`src/rtl/strap_pkg.sv`:
```
package strap_pkg;

  typedef enum logic {
    PH_WINDOW = 1'b0,
    PH_DRIVE  = 1'b1
  } phase_t;

  function automatic int unsigned cnt_width(input int unsigned limit);
    return (limit < 2) ? 1 : $clog2(limit + 1);
  endfunction

  function automatic logic at_terminal(input int unsigned count,
                                       input int unsigned limit);
    return (count == limit - 1);
  endfunction

endpackage

```
`src/rtl/strap_window_timer.sv`:
```
module strap_window_timer
  import strap_pkg::*;
#(
  parameter int unsigned WINDOW_CYCLES = 28636
) (
  input  logic clk_ref,
  input  logic pwr_good,
  output logic window_done,
  output logic window_open
);
  localparam int unsigned CW = cnt_width(WINDOW_CYCLES);

  phase_t        phase_q;
  logic [CW-1:0] cnt_q;

  assign window_open = (phase_q == PH_WINDOW);
  assign window_done = window_open && at_terminal(32'(cnt_q), WINDOW_CYCLES);

  always_ff @(posedge clk_ref or negedge pwr_good) begin
    if (!pwr_good) begin
      phase_q <= PH_WINDOW;
      cnt_q   <= '0;
    end else if (window_open) begin
      if (window_done) phase_q <= PH_DRIVE;
      else             cnt_q   <= cnt_q + CW'(1);
    end
  end

  p_cnt_frozen_r2: assert property (@(posedge clk_ref) disable iff (!pwr_good)
    !window_open |=> $stable(cnt_q));
  p_drive_sticky_r2: assert property (@(posedge clk_ref) disable iff (!pwr_good)
    !window_open |=> !window_open);
endmodule

```
`src/rtl/strap_sync.sv`:
```
module strap_sync #(
  parameter int unsigned N_PADS      = 2,
  parameter int unsigned SYNC_STAGES = 2
) (
  input  logic              clk_ref,
  input  logic              pwr_good,
  input  logic [N_PADS-1:0] pad_in,
  output logic [N_PADS-1:0] pad_sync
);
  for (genvar p = 0; p < N_PADS; p++) begin : g_pad
    logic [SYNC_STAGES-1:0] chain_q;
    always_ff @(posedge clk_ref or negedge pwr_good) begin
      if (!pwr_good) chain_q <= '0;
      else if (SYNC_STAGES == 1) chain_q <= pad_in[p];
      else chain_q <= {chain_q[SYNC_STAGES-2:0], pad_in[p]};
    end
    assign pad_sync[p] = chain_q[SYNC_STAGES-1];
  end
endmodule

```
`src/rtl/strap_capture.sv`:
```
module strap_capture #(
  parameter int unsigned N_PADS = 2
) (
  input  logic              clk_ref,
  input  logic              pwr_good,
  input  logic              window_done,
  input  logic [N_PADS-1:0] pad_sync,
  output logic [N_PADS-1:0] strap_q,
  output logic              captured
);
  always_ff @(posedge clk_ref or negedge pwr_good) begin
    if (!pwr_good) begin
      strap_q  <= '0;
      captured <= 1'b0;
    end else if (window_done && !captured) begin
      strap_q  <= pad_sync;
      captured <= 1'b1;
    end
  end

  p_hold_r5: assert property (@(posedge clk_ref) disable iff (!pwr_good)
    captured |=> $stable(strap_q) && captured);
  p_done_before_latch_r2: assert property (@(posedge clk_ref) disable iff (!pwr_good)
    window_done |-> !captured);
endmodule

```
`src/rtl/strap_sampler.sv`:
```
module strap_sampler
  import strap_pkg::*;
#(
  parameter int unsigned N_PADS        = 2,
  parameter int unsigned WINDOW_CYCLES = 28636,
  parameter int unsigned SYNC_STAGES   = 2
) (
  input  logic              clk_ref,
  input  logic              pwr_good,
  input  logic [N_PADS-1:0] pad_in,
  output logic [N_PADS-1:0] pad_oe,
  output logic [N_PADS-1:0] strap_bits,
  output logic              straps_valid,
  output logic              sec_clk_24m,
  output logic              fsel1
);
  logic              window_done;
  logic              window_open;
  logic [N_PADS-1:0] pad_sync;
  logic              captured;
  logic [N_PADS-1:0] oe_q;

  strap_window_timer #(.WINDOW_CYCLES(WINDOW_CYCLES)) u_timer (
    .clk_ref(clk_ref), .pwr_good(pwr_good),
    .window_done(window_done), .window_open(window_open)
  );

  strap_sync #(.N_PADS(N_PADS), .SYNC_STAGES(SYNC_STAGES)) u_sync (
    .clk_ref(clk_ref), .pwr_good(pwr_good),
    .pad_in(pad_in), .pad_sync(pad_sync)
  );

  strap_capture #(.N_PADS(N_PADS)) u_cap (
    .clk_ref(clk_ref), .pwr_good(pwr_good), .window_done(window_done),
    .pad_sync(pad_sync), .strap_q(strap_bits), .captured(captured)
  );

  always_ff @(posedge clk_ref or negedge pwr_good) begin
    if (!pwr_good)        oe_q <= '0;
    else if (window_done) oe_q <= '1;
  end

  assign pad_oe       = oe_q;
  assign straps_valid = captured;
  assign sec_clk_24m  = strap_bits[0];
  assign fsel1        = strap_bits[1];

  p_tristate_r1: assert property (@(posedge clk_ref) disable iff (!pwr_good)
    window_open |-> (pad_oe == '0) && !straps_valid);
  p_oe_with_latch_r4: assert property (@(posedge clk_ref) disable iff (!pwr_good)
    (pad_oe != '0) |-> captured);
  p_latch_with_oe_r4: assert property (@(posedge clk_ref) disable iff (!pwr_good)
    captured |-> (pad_oe == '1));
endmodule

```
`config.mk`:
```
export PLATFORM = sky130hd
export DESIGN_NAME = strap_sampler
export DESIGN_NICKNAME = d
export VERILOG_FILES = /design/src/rtl/strap_pkg.sv /design/src/rtl/strap_window_timer.sv /design/src/rtl/strap_sync.sv /design/src/rtl/strap_capture.sv /design/src/rtl/strap_sampler.sv
export SDC_FILE = /design/constraint.sdc
export NUM_CORES = 1
export LEC_CHECK = 0
export BUFFER_PORTS_ARGS = -buffer_cell sky130_fd_sc_hd__buf_2
export CORE_MARGIN = 1.5
export CORE_UTILIZATION = 40
export CTS_BUF_LIST = sky130_fd_sc_hd__clkbuf_16
export CTS_CLUSTER_DIAMETER = 60
export DETAILED_ROUTE_END_ITERATION = 10
export RECOVER_POWER = 25
export SYNTH_ARGS = -nofsm -noshare
export SYNTH_HDL_FRONTEND = slang
export SYNTH_SLANG_ARGS = --single-unit
```
`constraint.sdc`:
```
create_clock -name clk_ref -period 4.9 [get_ports clk_ref]
set_input_delay 0.98 -clock clk_ref [delete_from_list [all_inputs] [get_ports clk_ref]]
set_output_delay 0.98 -clock clk_ref [all_outputs]
set_load 0.02 [all_outputs]
```
==> results.toml, run 1 <==
[timing]
finalWorstSetupSlack_ns = 2.87
slew_headroom = 0.180
fin_tns_setup_ns = 0
fin_skew_ns = 0.000631
maxSlewViolCount = 0
rsz0062_at_grt = "false"
setup_viol = 0
min_period_ns = 2.03
period_share = 0.414
finalHoldViolCount = 0
fmax_mhz = 493
tightestPinTransition_ns = 1.23

[setup_path]
path_cells = "ha_1, nand4bb_1, or4_4, or3_4, mux2_4"
crit_fanout = 6
start_kind = "flip-flop"
slowest_stage = "or4_4"
cp.arrival_ns = 2.17
crit_family = "simple AND/OR/NAND/NOR gates"
crit_buf_inv = 0
endpoint_kind = "flip-flop"
slowest_delay_ns = 0.53
path_class = "flip-flop to flip-flop"
required_ns = 5.04

[global_routing]
grt_use_total = 0.135
antenna_found_initial = 0
grt_max_degree = 25
grt-ovfl-total = 0
grt_first_pass_wirelength_um = 2740
grt_pass1_vias = 586

[placed_design]
dp_slack_ns = 2.87
place.gp.congestion = 0.773
port_buffers = 10
dp_hpwl_um = 1170

[yosys]
synth_compound_area_frac = 0
synthAdderAreaFrac = 0.0122
synth_top_cell_area_share = 0.584
synthFlopType = "dfrtp_1"
synth.net_count = 89
yosysSeqAreaShare = 0.584
synth_top_family_by_area = "simple AND/OR/NAND/NOR gates"
async_reset_ff_frac = 1.00
yosys.area_share.xor_xnor = 0.119
yosys.cell_types.count = 27
synthTopCellsByArea = "dfrtp_1 (58%), xor2_1 (6.8%), xnor2_1 (5.1%)"
netlist_instances = 84
syn_avg_cell_area_um2 = 12.2
ys_seq_elements = 24
ys.warnings.count = 0
syn_area_mm2 = 0.00103
yosys.area_share.simple = 0.215
synth-edff-count = 0
synth.mux.area_fraction = 0.0401
post-synth-top-area-cell = "dfrtp_1"

[floorplan]
dieArea_mm2 = 0.00288
die_h_um = 53.7
core.rowCount = 18
io_pins = 11
die_w_um = 53.7
initial_core_util = 0.419
core_area_mm2 = 0.00245

[clock_network]
postCtsSetupRepairBufs = 0
clk_path_buf_depth = 2
ctsHoldBuffers = 0
insertion_delay_ns = 0.25
clkSlewWorstSetupHoldPaths_ns = 0.06
htreeDepth = 1
cts_tree = "built"
post_cts_resized = 0
cts.sinks = 24
cts_buffers = 3
root_buffer = "clkbuf_16"

[flow_run]
max_cap_viol_count = 0

[final_layout]
final_nets = 100
register_area_um2 = 601
area_growth_pct = 13.5
multi_input_area_um2 = 398
diodes = 0
drive_gt1_frac = 0.223
n_fill_cell = 219

[power_and_ir_drop]
powerDensity_mw_per_mm2 = 322
ir_worst_vdd_mv = 0.250
fin_total_pwr_uw = 376
p_leak_nw = 0.578

[drt]
drtIter0Drc = 8
wl_met2_um = 716
firstDrtPassIters = 4
postRouteAntennaNets = 0
via_per_inst = 4.86
wl_met3_um = 44
met1_length_um = 855
remaining_drc_errors = 0
num_vias = 603
top_layer = "met4"
totalWireLength_um = 1630
wire_per_inst_um = 13.1

[run_status]
outcome = "complete, no violations"

[min_path]
hold_class = "flip-flop to flip-flop"
## routing by layer
layer	global-route usage	vias up
met1	0.202	293
li1	-	300
met4	0.0513	0
met5	0	-
met3	0.0417	2
met2	0.179	8
## cells by family after synthesis
kind of cell | Yosys count
AND/OR/NAND/NOR | 37
flip-flops | 24
XOR/XNOR | 14
buffers and inverters | 5
multiplexers | 3
adder cells (fa/ha/maj) | 1
## sequential cells by signal (all words and copies together), names as in the netlist
name and count:
u_sync.g_pad.chain_q 4, u_cap.captured 1, pad_oe 1, u_cap.strap_q 2
u_timer.phase_q 1, u_timer.cnt_q 15
## cell usage in the layout, fill, tap and decap left out, drive strengths merged
cell / n
and3: 1
buf: 9
clkbuf: 4
clkinv: 1
dfrtp: 24
ha: 1
inv: 1
mux2: 3
nand2: 5
nand2b: 1
nand3: 7
nand3b: 1
nand4: 2
nand4b: 1
nand4bb: 1
nor2: 6
nor2b: 1
nor3: 2
nor3b: 1
nor4: 2
nor4b: 1
or2: 3
or3: 1
or4: 1
xnor2: 6
xor2: 8
## layout make-up
type,count,share of cell area
Clock buffer,3,0.0643
Multi-Input combinational cell,55,0.341
Inverter,1,0.00322
Timing Repair Buffer,10,0.0418
Clock inverter,1,0.00322
Sequential cell,24,0.514
Tap cell,30,0.0322
## Yosys cell counts, types with 2 or more instances
library cell	instances
nor2_1	6
xnor2_1	6
nor4_1	2
or2_2	3
mux2_4	2
nor3_1	2
buf_4	3
xor2_1	8
nand2_1	5
dfrtp_1	24
nand3_1	7
## power breakdown
group          switching [mW]  internal (mW)  total (mW)  leakage, nW
Clock                  0.0625          0.109       0.171       0.0385
Combinational         0.00372       0.000728     0.00445        0.227
Sequential           0.000417          0.200       0.200        0.312
## path summary, 6_finish.rpt
kind	from	end	slack, ns	cells past startpoint
setup reg to reg	u_timer.cnt_q[0]$_DFFE_PN0P_	u_cap.strap_q[0]$_DFFE_PN0P_	2.87	5
max in group asynchronous	pwr_good	u_timer.phase_q$_DFF_PN0_	3.20	1
hold / removal	u_sync.g_pad[0].chain_q[0]$_DFF_PN0_	u_sync.g_pad[0].chain_q[1]$_DFF_PN0_	0.35	0
setup / recovery	u_timer.cnt_q[0]$_DFFE_PN0P_	u_cap.strap_q[0]$_DFFE_PN0P_	2.87	5
min in group asynchronous	pwr_good	u_timer.cnt_q[13]$_DFFE_PN0P_	0.97	1
hold reg to reg	u_sync.g_pad[0].chain_q[0]$_DFF_PN0_	u_sync.g_pad[0].chain_q[1]$_DFF_PN0_	0.35	0
## stage by stage
stage / hold WS [ns] / std cells / utilization / area (µm²)
detailed placement: 0.337 / 120 / 0.444 / 1090
floorplan: 0.331 / 84 / - / 1030
global route: 0.352 / 124 / 0.476 / 1170
CTS: 0.350 / 124 / 0.476 / 1170
finish: 0.349 / 124 / 0.476 / 1170
global placement: 0.334 / 120 / 0.444 / 1090
Power figures use the tool's default switching activity.
==> inputs of run 2 (changes only) <==
--- a/config.mk
+++ b/config.mk
@@ -5,6 +5,7 @@
 export SDC_FILE = /design/constraint.sdc
 export NUM_CORES = 1
 export LEC_CHECK = 0
+export ABC_AREA = 1
 export BUFFER_PORTS_ARGS = -buffer_cell sky130_fd_sc_hd__buf_2
 export CORE_MARGIN = 1.5
 export CORE_UTILIZATION = 40
==> constraint.sdc (replaced) <==
create_clock -name clk_ref -period 1.7 [get_ports clk_ref]
set_input_delay 0.34 -clock clk_ref [delete_from_list [all_inputs] [get_ports clk_ref]]
set_output_delay 0.34 -clock clk_ref [all_outputs]
set_load 0.02 [all_outputs]
==> run 2 against run 1 <==
  * Flip-flop and latch count unchanged
  * Synthesized area rose by 28%
  * Sequential power rose to 2.9 times the previous value
  * Via count grew 76%
  * Final area rose by 28%
  * Critical path depth increased by 3
  * Utilization is 0.59 points higher
  * Non-clock buffer count up 2
==> results.toml, run 2 <==
[yosys]
synth-edff-count = 0
synth.most_common_cell = "nand2_1"
synth_top_cell_area_share = 0.456
synthFlopType = "dfrtp_1"
netlist_instances = 174
synth_top_family_by_area = "simple AND/OR/NAND/NOR gates"
async_reset_ff_frac = 1.00
syn_area_mm2 = 0.00132
yosys.area_share.simple = 0.392
yosys.area_share.xor_xnor = 0.0465
synthAdderAreaFrac = 0.00950
ys_seq_elements = 24
yosys.cell_types.count = 17
yosysSeqAreaShare = 0.456
synthTopCellsByArea = "dfrtp_1 (46%), nand2_1 (23%), inv_1 (4.3%)"
syn_avg_cell_area_um2 = 7.57
synth.net_count = 179
post-synth-top-area-cell = "dfrtp_1"
ys.warnings.count = 0
synth_compound_area_frac = 0.0123
synth.mux.area_fraction = 0
synth_common_cells = "nand2_1 (82), dfrtp_1 (24), inv_1 (15), nor2_1 (15), nand3_1 (9)"

[final_layout]
final_cell_mix = "nand2_1 (82), dfrtp_1 (24), inv_1 (15)"
reg_top3 = "u_timer.cnt_q (15), u_sync.g_pad.chain_q (4), u_cap.strap_q (2)"
drive_gt1_frac = 0.125
max_flop_register = "u_timer.cnt_q"
area_growth_pct = 13.4
diodes = 0
layout_commonest_cell = "nand2_1"
final_nets = 190
final_cell_count_no_fill = 228
largest_reg_flops = 15
postLayoutCellArea_mm2 = 0.00149

[setup_path]
r2r_cells = 8
path_cells = "ha_1, inv_1, nor2_4, nand3_4, nor2_4, nor2_4, nand2_1, nand2_1"
timing.rr.start = "u_timer.cnt_q[0]$_DFFE_PN0P_"
start_kind = "flip-flop"
r2r-end = "u_timer.cnt_q[1]$_DFFE_PN0P_"
crit_path_frequent_cell = "nor2_4"
crit_fanout = 15
endpoint_kind = "flip-flop"
slowest_delay_ns = 0.43
slowest_stage = "dfrtp_1"
r2r_slack_ns = 0.17
path_class = "flip-flop to flip-flop"
required_ns = 1.90
cp.arrival_ns = 1.73

[global_routing]
grt_pass1_vias = 1040
grt-ovfl-total = 0
grt_use_total = 0.162
grt_max_degree = 25
antenna_found_initial = 0
grt_first_pass_wirelength_um = 4420

[min_path]
hold_class = "primary input to flip-flop"
min_from = "pad_in[1]"
min_path_cells = 1
min_to = "u_sync.g_pad[1].chain_q[0]$_DFF_PN0_"

[placed_design]
place.gp.congestion = 0.862
port_buffers = 10
dp_slack_ns = 0.158
placedCellCount = 224
place_area_mm2 = 0.00139
dp_hpwl_um = 1880

[power_and_ir_drop]
clkPwrFrac = 0.535
netSwitchingPower_uw = 223
p_sw_frac = 0.176
power_frac_comb = 0.010
power_frac_seq = 0.455
ir_worst_vdd_mv = 0.430
p_int_mw = 1.05
p_leak_nw = 0.751
powerDensity_mw_per_mm2 = 850
fin_total_pwr_mw = 1.27

[floorplan]
core_area_mm2 = 0.00310
die_w_um = 60.4
dieArea_mm2 = 0.00365
initial_core_util = 0.425
core.rowCount = 20
die_h_um = 60.4
io_pins = 11

[clock_network]
htreeDepth = 1
insertion_delay_ns = 0.26
root_buffer = "clkbuf_16"
clkSlewWorstSetupHoldPaths_ns = 0.06
postCtsSetupRepairBufs = 0
post_cts_resized = 0
cts_buffers = 3
clk_path_buf_depth = 2
cts.sinks = 24
ctsHoldBuffers = 0
cts_tree = "built"

[timing]
period_share = 0.899
setup_viol = 0
rsz0062_at_grt = "false"
fin_tns_setup_ns = 0
finalWorstSetupSlack_ns = 0.172
maxSlewViolCount = 0
finalHoldViolCount = 0
fmax_mhz = 655
slew_headroom = 0.175
min_period_ns = 1.53
tightestPinTransition_ns = 1.24
fin_skew_ns = 0.00367

[drt]
drtIter0Drc = 30
postRouteAntennaNets = 0
totalWireLength_um = 2500
num_vias = 1063
firstDrtPassIters = 4
remaining_drc_errors = 0
wire_per_inst_um = 10.9
via_per_inst = 4.66

[run_status]
outcome = "complete, no violations"

[flow_run]
max_cap_viol_count = 0
run 2: cell count changes after synthesis, moves of 4 or more:
cell / change
inv_1: +14
nand2_1: +77
nand4_1: +7
nor2_1: +9
xnor2_1: -4
run 2: final cells by class:
| cell class | instances | area (µm²) |
|---|---|---|
| Sequential cell | 24 | 601 |
| Fill cell | 320 | 1610 |
| Multi-Input combinational cell | 128 | 609 |
| Clock inverter | 1 | 30.0 |
| Tap cell | 44 | 55.1 |
| Clock buffer | 3 | 75.1 |
| Inverter | 16 | 60.1 |
| Timing Repair Buffer | 12 | 63.8 |
run 2: critical path, delay by kind of cell, from the launching register on:
| family | cells | cell delay (ns) |
|---|---|---|
| DFF | 1 | 0.43 |
| and+or+nand+nor | 6 | 0.64 |
| adders and majority gates | 1 | 0.28 |
| buffers and inverters | 1 | 0.11 |
run 2: worst max-delay path by stage:
stage / from / end / slack, ns / cells after the start
floorplan: u_timer.cnt_q[0]$_DFFE_PN0P_ / u_timer.cnt_q[11]$_DFFE_PN0P_ / 0.24 / 9
global placement: u_timer.cnt_q[0]$_DFFE_PN0P_ / u_timer.cnt_q[1]$_DFFE_PN0P_ / 0.19 / 8
detailed placement: u_timer.cnt_q[0]$_DFFE_PN0P_ / u_timer.cnt_q[1]$_DFFE_PN0P_ / 0.16 / 8
CTS: u_timer.cnt_q[0]$_DFFE_PN0P_ / u_timer.cnt_q[1]$_DFFE_PN0P_ / 0.14 / 8
global route: u_timer.cnt_q[0]$_DFFE_PN0P_ / u_timer.cnt_q[4]$_DFFE_PN0P_ / 0.002 / 8
finish: u_timer.cnt_q[0]$_DFFE_PN0P_ / u_timer.cnt_q[1]$_DFFE_PN0P_ / 0.17 / 8
run 2: power groups by stage:
stage	Sequential, mW	Combinational [mW]	Clock [mW]
6_report	0.577	0.0128	0.679
5_1_grt	0.577	0.0157	0.715
4_1_cts	0.577	0.0147	0.689
3_5_place_dp	0.588	0.0144	0
3_3_place_gp	0.588	0.0142	0
2_1_floorplan	0.587	0.000000627	0
run 2: layer usage:
| metal | vias to the layer above | share of wire | GRT usage | wire [µm] |
|---|---|---|---|---|
| met5 | - | 0 | 0 | 0 |
| met2 | 13 | 0.47 | 0.272 | 1170 |
| li1 | 554 | - | - | - |
| met1 | 492 | 0.49 | 0.207 | 1230 |
| met4 | 0 | 0.016 | 0.0571 | 41 |
| met3 | 4 | 0.024 | 0.0320 | 60 |
run 2: cells by family after synthesis:
logic type / count (synthesis)
AND/OR/NAND/NOR: 119
XOR/XNOR: 7
AO/OA/AOI/OAI: 1
adder cells (fa/ha/maj): 1
flip-flops: 24
buffers and inverters: 22
run 2: through the flow:
| stage | utilization | hold slack, ns |
|---|---|---|
| after floorplan | - | 0.0444 |
| after global placement | 0.447 | 0.337 |
| after detailed placement | 0.447 | 0.338 |
| after CTS | 0.481 | 0.0775 |
| after global routing | 0.481 | 0.177 |
| final | 0.481 | 0.184 |
==> inputs of run 3 (changes only) <==
--- a/config.mk
+++ b/config.mk
@@ -12,6 +12,7 @@
 export CTS_BUF_LIST = sky130_fd_sc_hd__clkbuf_16
 export CTS_CLUSTER_DIAMETER = 60
 export DETAILED_ROUTE_END_ITERATION = 10
+export PLACE_DENSITY = 0.59
 export RECOVER_POWER = 25
 export SYNTH_ARGS = -nofsm -noshare
 export SYNTH_HDL_FRONTEND = slang
==> run 3 against run 2 <==
  * Clock skew up 0.0030 ns
  * Sequential power is essentially flat
  * Combinational power rose by 3%
==> results.toml, run 3 (synthesis results as in run 2) <==
[final_layout]
area_growth_pct = 15.2
largest_reg_flops = 15
drive_gt1_frac = 0.141
n_fill_cell = 334
final_nets = 191
final_util = 0.489
final_cell_mix = "nand2_1 (82), dfrtp_1 (23), inv_1 (15)"
layout_commonest_cell = "nand2_1"
max_flop_register = "u_timer.cnt_q"
reg_top3 = "u_timer.cnt_q (15), u_sync.g_pad.chain_q (4), u_cap.strap_q (2)"
diodes = 0

[clock_network]
cts_tree = "built"
clk_path_buf_depth = 2
cts_buffers = 3
insertion_delay_ns = 0.26
clkSlewWorstSetupHoldPaths_ns = 0.07
root_buffer = "clkbuf_16"
cts.sinks = 24
htreeDepth = 1

[drt]
totalWireLength_um = 2490
wire_per_inst_um = 10.9
num_vias = 1068
remaining_drc_errors = 0
firstDrtPassIters = 4
postRouteAntennaNets = 0
via_per_inst = 4.66
drtIter0Drc = 27

[floorplan]
core_area_mm2 = 0.00310
io_pins = 11
die_h_um = 60.4
core.rowCount = 20
die_w_um = 60.4
dieArea_mm2 = 0.00365
initial_core_util = 0.425

[setup_path]
r2r_cells = 9
crit_start = "u_timer.cnt_q[1]$_DFFE_PN0P_"
crit_fanout = 15
cp.arrival_ns = 1.66
timing.rr.start = "u_timer.cnt_q[1]$_DFFE_PN0P_"
endpoint_kind = "flip-flop"
required_ns = 1.85
path_class = "flip-flop to flip-flop"
start_kind = "flip-flop"

[timing]
rsz0062_at_grt = "false"
fin_tns_setup_ns = 0
fmax_mhz = 659
fin_skew_ns = 0.00670
period_share = 0.893
slew_headroom = 0.155
maxSlewViolCount = 0
tightestPinTransition_ns = 1.27
finalHoldViolCount = 0
min_period_ns = 1.52
setup_viol = 0

[global_routing]
grt_pass1_vias = 982
grt-ovfl-total = 0
antenna_found_initial = 0
grt_use_total = 0.165
grt_first_pass_wirelength_um = 4440
grt_max_degree = 25

[placed_design]
port_buffers = 10
place.gp.congestion = 0.849
dp_hpwl_um = 1850

[min_path]
min_from = "pad_in[0]"
hold_class = "primary input to flip-flop"
min_path_cells = 1

[power_and_ir_drop]
powerDensity_mw_per_mm2 = 828
ir_worst_vdd_mv = 0.613
p_leak_nw = 0.760

[flow_run]
max_cap_viol_count = 0

[run_status]
outcome = "complete, no violations"
==> run 3: worst paths after layout <==
check                                                  endpoint  slack [ns]
setup / recovery                  u_timer.cnt_q[12]$_DFFE_PN0P_        0.18
hold / removal             u_sync.g_pad[0].chain_q[0]$_DFF_PN0_        0.19
setup reg to reg                  u_timer.cnt_q[12]$_DFFE_PN0P_        0.18
hold reg to reg            u_sync.g_pad[0].chain_q[1]$_DFF_PN0_        0.35
max in group asynchronous          u_timer.cnt_q[0]$_DFFE_PN0P_        0.52
min in group asynchronous          u_timer.cnt_q[8]$_DFFE_PN0P_        0.34
==> run 3: timing repair <==
action | CTS | global route
setup endpoints to repair | 0 | 8
resized for setup | 0 | 3
buffers inserted | 0 | 1
hold buffers | 0 | 0
hold endpoints to repair | 0 | 0
==> run 3: routing by layer <==
metal	vias to the layer above	GRT usage	part of all wire
li1	554	-	-
met1	500	0.216	0.48
met2	12	0.273	0.49
met3	2	0.0448	0.024
met4	0	0.0381	0.0060
met5	-	0	0
==> run 3: power by group <==
part | leakage, nW | internal [mW] | switching (mW)
sequential | 0.311 | 0.576 | 0.00129
clock | 0.0511 | 0.468 | 0.199
combinational | 0.398 | 0.00200 | 0.0112
total | 0.760 | 1.05 | 0.212
==> run 3: area by class of cell <==
| cell class | instances | area [µm²] | area share |
|---|---|---|---|
| multi-input combinational | 128 | 612 | 0.403 |
| sequential | 24 | 602 | 0.397 |
| timing repair buffer | 13 | 83.8 | 0.0552 |
| clock buffer | 3 | 75.1 | 0.0495 |
| inverter | 16 | 60.1 | 0.0396 |
| tap | 44 | 55.1 | 0.0363 |
| clock inverter | 1 | 30.0 | 0.0198 |
==> run 3: critical path: stages, from the launching register on <==
cell,delay [ns]
dfrtp_1,0.40
ha_2,0.24
inv_1,0.08
nor2_4,0.09
nand3_4,0.09
nor2_4,0.18
nor2_4,0.06
buf_12,0.14
nand2_1,0.06
nand2_1,0.05
==> run 3: stage by stage <==
step / cells / area, µm² / hold slack [ns] / total power [mW] / setup slack [ns]
floorplan: 174 / 1320 / 0.0444 / 0.587 / 0.236
global placement: 224 / 1390 / 0.339 / 0.602 / 0.190
detailed placement: 224 / 1390 / 0.335 / 0.603 / 0.141
CTS: 228 / 1490 / 0.0702 / 1.28 / 0.126
global route: 229 / 1520 / 0.176 / 1.30 / 0.0529
finish: 229 / 1520 / 0.186 / 1.26 / 0.182
